===== config.mk =====
export PLATFORM = sky130hd
export DESIGN_NAME = cp_access_gate
export DESIGN_NICKNAME = d
export VERILOG_FILES = /design/src/rtl/cpa_pkg.sv /design/src/rtl/cpa_perm_reg.sv /design/src/rtl/cpa_perm_check.sv /design/src/rtl/cp_access_gate.sv
export SDC_FILE = /design/constraint.sdc
export NUM_CORES = 1
export LEC_CHECK = 0
export ABC_CLOCK_PERIOD_IN_PS = 1500
export BUFFER_PORTS_ARGS = -buffer_cell sky130_fd_sc_hd__buf_2
export CORE_MARGIN = 3
export CORE_UTILIZATION = 35
export CTS_CLUSTER_SIZE = 40
export DETAILED_ROUTE_END_ITERATION = 10
export PLACE_DENSITY = 0.73
export SETUP_SLACK_MARGIN = 0.2
export SYNTH_ARGS = -nofsm -noshare
export SYNTH_HDL_FRONTEND = slang
export SYNTH_HIERARCHICAL = 1
export SYNTH_SLANG_ARGS = --single-unit

===== constraint.sdc =====
create_clock -name clk -period 1.5 [get_ports clk]
set_input_delay 0.3 -clock clk [delete_from_list [all_inputs] [get_ports clk]]
set_output_delay 0.3 -clock clk [all_outputs]
set_load 0.02 [all_outputs]

===== src/rtl/cpa_pkg.sv =====
package cpa_pkg;
    localparam int NUM_CP   = 14;
    localparam int FIELD_W  = 2;
    localparam int REG_W    = 32;
    localparam int CP_NUM_W = 4;

    typedef enum logic [FIELD_W-1:0] {
        PERM_DENY = 2'b00,
        PERM_PRIV = 2'b01,
        PERM_RSVD = 2'b10,
        PERM_FULL = 2'b11
    } perm_e;

    typedef struct packed {
        logic [NUM_CP-1:0][FIELD_W-1:0] field;
    } perm_state_t;

    // Grant decision for one code and one mode; reserved and deny refuse.
    function automatic logic perm_grants(input logic [FIELD_W-1:0] code, input logic user);
        case (perm_e'(code))
            PERM_PRIV: perm_grants = !user;
            PERM_FULL: perm_grants = 1'b1;
            default:   perm_grants = 1'b0;
        endcase
    endfunction
endpackage


===== src/rtl/cpa_perm_reg.sv =====
module cpa_perm_reg
    import cpa_pkg::*;
#(
    parameter int          N_CP      = NUM_CP,
    parameter int          FW        = FIELD_W,
    parameter int          RW        = REG_W,
    parameter logic [N_CP-1:0] WR_MASK = 14'b00_1100_0000_0000
) (
    input  logic                 clk,
    input  logic                 rst_n,
    input  logic                 wr_en,
    input  logic                 wr_user,
    input  logic [RW-1:0]        wr_data,
    output logic [N_CP*FW-1:0]   fields,
    output logic [RW-1:0]        rd_data,
    output logic                 wr_undef
);
    localparam int FIELD_BITS = N_CP * FW;
    localparam int PAD_W      = RW - FIELD_BITS;

    typedef struct packed {
        logic [N_CP-1:0][FW-1:0] field;
    } reg_state_t;

    reg_state_t st_d, st_q;

    always_comb begin
        st_d = st_q;
        for (int i = 0; i < N_CP; i++) begin
            if (WR_MASK[i]) begin
                if (wr_en && !wr_user) begin
                    st_d.field[i] = wr_data[i*FW +: FW];
                end
            end else begin
                st_d.field[i] = '0;
            end
        end
    end

    always_ff @(posedge clk or negedge rst_n) begin
        if (!rst_n) begin
            st_q <= '0;
        end else begin
            st_q <= st_d;
        end
    end

    assign fields   = st_q;
    assign wr_undef = wr_en && wr_user;

    generate
        if (PAD_W > 0) begin : g_pad
            assign rd_data = {{PAD_W{1'b0}}, fields};
        end else begin : g_nopad
            assign rd_data = fields[RW-1:0];
        end
    endgenerate
endmodule


===== src/rtl/cpa_perm_check.sv =====
module cpa_perm_check
    import cpa_pkg::*;
#(
    parameter int N_CP  = NUM_CP,
    parameter int FW    = FIELD_W,
    parameter int NUM_W = CP_NUM_W
) (
    input  logic [N_CP*FW-1:0] fields,
    input  logic               req_valid,
    input  logic [NUM_W-1:0]   req_cp,
    input  logic               req_user,
    output logic               allow,
    output logic               undef
);
    logic [N_CP-1:0] grant;
    logic            in_table;
    logic            sel_grant;

    genvar g;
    generate
        for (g = 0; g < N_CP; g++) begin : g_grant
            assign grant[g] = perm_grants(fields[g*FW +: FW], req_user);
        end
    endgenerate

    always_comb begin
        in_table  = ({{(32-NUM_W){1'b0}}, req_cp} < N_CP);
        sel_grant = 1'b0;
        for (int i = 0; i < N_CP; i++) begin
            if (req_cp == NUM_W'(i)) sel_grant = grant[i];
        end
        allow = req_valid && in_table && sel_grant;
        undef = req_valid && in_table && !sel_grant;
    end
endmodule


===== src/rtl/cp_access_gate.sv =====
module cp_access_gate
    import cpa_pkg::*;
(
    input  logic                 clk,
    input  logic                 rst_n,
    input  logic                 perm_wr_en,
    input  logic                 perm_wr_user,
    input  logic [REG_W-1:0]     perm_wr_data,
    output logic [REG_W-1:0]     perm_rd_data,
    output logic                 perm_wr_undef,
    input  logic                 req_valid,
    input  logic [CP_NUM_W-1:0]  req_cp,
    input  logic                 req_user,
    output logic                 req_allow,
    output logic                 req_undef
);
    logic [NUM_CP*FIELD_W-1:0] fields;

    cpa_perm_reg #(
        .N_CP (NUM_CP),
        .FW   (FIELD_W),
        .RW   (REG_W)
    ) u_reg (
        .clk      (clk),
        .rst_n    (rst_n),
        .wr_en    (perm_wr_en),
        .wr_user  (perm_wr_user),
        .wr_data  (perm_wr_data),
        .fields   (fields),
        .rd_data  (perm_rd_data),
        .wr_undef (perm_wr_undef)
    );

    cpa_perm_check #(
        .N_CP  (NUM_CP),
        .FW    (FIELD_W),
        .NUM_W (CP_NUM_W)
    ) u_check (
        .fields    (fields),
        .req_valid (req_valid),
        .req_cp    (req_cp),
        .req_user  (req_user),
        .allow     (req_allow),
        .undef     (req_undef)
    );
endmodule


==> reports/summary.md <==
In this run the mean area of a mapped cell was 8.28 um2. Along the worst path, the maximum fanout reaches 2. Measured against its own limit, the worst slew margin works out to 60.1%. By area, the combinational part of the netlist is dominated by buffers and inverters. After layout, the worst path uses 136% of the clock period. In this run the core area contains 18 standard-cell rows.

The number of hold violations in the final report was 0. Final setup TNS: -1.06 ns. Cells fill 43.0% of the core in the end. The flip-flop count of the largest register, all copies and words added was 4.

The run finished, with violations left. In the routed design, unresolved DRC markers number 0. For the number of max-cap violations, the log shows 0.

The tools report the nature of the critical path startpoint as a register. The portion of synthesized area spent on multiplexers is 12.7%. After synthesis, the share of flip-flops with an asynchronous set or reset is 100%. The region available for standard cell placement spans 2520 um2. The number of enable-type register cells in the synthesized netlist was 0; the number of pins with negative max-slew slack in the final report was 0.

Clock-pin slew was measured on the worst setup and hold paths at 0.04 ns. After synthesis, the netlist uses 34 different library cells. Routability-driven placement finished with a final weighted congestion of 0.831. The initial antenna violation count is 0. The tools report the count of nets left with antenna violations after detail routing as 0.

Final hold analysis gives a worst-case slack of 0.303 ns. Of the total synthesized cell area, the portion taken by XOR and XNOR cells is 0%. The logs give 0 for the total overflow reported by the global router and 2 for the number of design-rule violations left by the first detailed-router iteration.

Dividing total power by cell area gives a power density of 584 nW/um2. The height of the die was 57.9 um. Leaving out fill and tap cells, the most frequent cells in the layout are 52 x sky130_fd_sc_hd__conb_1, 20 x sky130_fd_sc_hd__buf_4, 16 x sky130_fd_sc_hd__buf_2, 6 x sky130_fd_sc_hd__mux2i_1.

The count of input and output buffers was 20; the starting density of the core was 37.4%. The total setup violations reported at the end of the flow is 2. The total detailed-routing wirelength was 1560 um. Register bit count reported by yosys: 4. The repair_antennas step left the layout with diodes totalling 0.

Counting the buffers created by CTS gives 3. Counting tap cells, the placed design contains a total of 173 instances. The die covers 3350 um2. In this run the static leakage power is 0.000596 uW. After Yosys synthesis, and, or, nand and nor cells account for 13.8% of the synthesized area. For the final database, setup skew stands at 0 ns. Counting I/O delays and the setup requirement, the final critical path takes 2.04 ns. The complex-gate fraction of the synthesized area works out to 13.4%. The library cell used most frequently in the layout, excluding fill and tap cells, is sky130_fd_sc_hd__conb_1. Across the VDD grid, the largest voltage drop is 399 uV. For the number of levels in the clock H-tree, the log shows 1. The tools report the achievable clock frequency as 0.491 GHz. Total routing resource utilization after global routing: 9.33%. The cell at the root of the clock tree is sky130_fd_sc_hd__clkbuf_4. The cell area that synthesis handed to floorplanning was 943 um2. The run gives 180 as the number of non-filler instances in the completed layout. The die is 57.9 um wide. After detailed routing, the number of vias per cell comes to 3.74. The final reports fail on setup timing. The logs give 2400 um for the first-pass GRT wire length and 618 for the via count of the first global-routing pass. At the pin with the least slew margin, the transition time is 0.584 ns. The worst hold path belongs to the class in2reg. The logs give 4 for the count of TritonRoute iterations in the first routing pass and -0.538 ns for the setup slack after layout.

The clock passes through at most 2 buffers. At the end of the flow, the number of nets in the layout was 194. TritonCTS built the clock tree. The fraction of the mapped netlist area in adder cells came out at 0%.

The count of boundary I/O pins came out at 77. The estimated wirelength of the detail-placed design is 1180 um. The critical path is of the reg2out type. Data arrives at the worst endpoint at 1.74 ns.

Among all flip-flop cells after synthesis, the most frequent one is sky130_fd_sc_hd__dfrtp_1. Summing the sequential cell areas from Yosys gives 10.6% of the chip area. The capturing element type of the critical path was an output pin. For this design, the sink count on the clock tree is 4. At the later pin of the worst-skew pair, clock insertion delay measures 0.23 ns.

Fraction of final layout cells sized beyond drive strength 1: 40.0%. The data required time of the worst path is 1.20 ns, and the pin count of the biggest net entering global routing is 8. The yosys synthesis warning count was 6; the area growth from synthesis to final layout was 15.0%.

Synthesis produced 114 cells. Setup repair after global routing could not meet its margin everywhere. The tools report the via count as 673. The routed wirelength normalized by instance count is 8.66 um. The post-place setup slack is -0.469 ns.
## per-layer routing
layer	wire length [um]	GRT usage [%]
met1	587	8.91
met2	833	18.9
met3	137	1.11
met4	0	4.97
met5	0	0
## area by class of cell
| type | instances | area [um2] |
|---|---|---|
| Sequential cell | 4 | 100 |
| Clock buffer | 3 | 22.5 |
| Tap cell | 30 | 37.5 |
| Timing Repair Buffer | 41 | 285 |
| Inverter | 4 | 15.0 |
| Multi-Input combinational cell | 98 | 624 |
| Fill cell | 261 | 1440 |
## final timing paths
kind                                  start  slack, ns          endpoint  cells after the start
setup reg to reg           u_reg/fields[22]       0.49  u_reg/fields[22]                      3
max in group asynchronous             rst_n       0.97  u_reg/fields[20]                      2
min in group asynchronous             rst_n       0.41  u_reg/fields[23]                      2
hold reg to reg            u_reg/fields[23]       0.60  u_reg/fields[23]                      2
setup / recovery           u_reg/fields[20]      -0.54         req_undef                      6
hold / removal             perm_wr_data[21]       0.30  u_reg/fields[21]                      2
## where the power goes
part	switching [uW]	total (uW)	internal, uW
clock	42.2	132	89.4
combinational	198	369	171
sequential	7.97	133	125
## Yosys cell counts, types with 2 or more instances
master                      instances  area (um2)
sky130_fd_sc_hd__nor2b_1            2        12.5
sky130_fd_sc_hd__a2111oi_0          2        17.5
sky130_fd_sc_hd__a21oi_1            2        10.0
sky130_fd_sc_hd__dfrtp_1            4         100
sky130_fd_sc_hd__mux2i_1            6        60.1
sky130_fd_sc_hd__nand3_1            2        10.0
sky130_fd_sc_hd__buf_6              2        22.5
sky130_fd_sc_hd__inv_1              4        15.0
sky130_fd_sc_hd__nand2b_1           6        37.5
sky130_fd_sc_hd__buf_4             56         420
sky130_fd_sc_hd__mux2_2             4        45.0
sky130_fd_sc_hd__and3b_1            2        17.5
## metrics by stage
step           instance area (um2)  power, uW
2_1_floorplan                 1140        454
3_3_place_gp                   957        429
3_5_place_dp                   957        430
4_1_cts                       1060        621
5_1_grt                       1080        675
6_report                      1080        633
## cell families after synthesis
group | count (synthesis)
multiplexers | 11
AND/OR/NAND/NOR | 20
other | 1
AO/OA/AOI/OAI | 15
flip-flops | 4
buffers and inverters | 63
## worst max-delay path: stages, from the launching register on
cell,delay [ns]
sky130_fd_sc_hd__dfrtp_1,0.38
sky130_fd_sc_hd__nor2b_4,0.14
sky130_fd_sc_hd__a221oi_4,0.31
sky130_fd_sc_hd__a2111oi_2,0.09
sky130_fd_sc_hd__o31ai_2,0.23
sky130_fd_sc_hd__and3b_2,0.24
sky130_fd_sc_hd__buf_6,0.12
## repair_timing
| action | in CTS | in global routing |
|---|---|---|
| hold buffers | 1 | 0 |
| gates resized for setup | 13 | 4 |
| setup endpoints to repair | 2 | 3 |
| pin swaps | 3 | 1 |
| setup buffers | 3 | 0 |
| endpoints found under the hold margin | 4 | 0 |
Note: power is estimated with default switching activity, not from simulation.
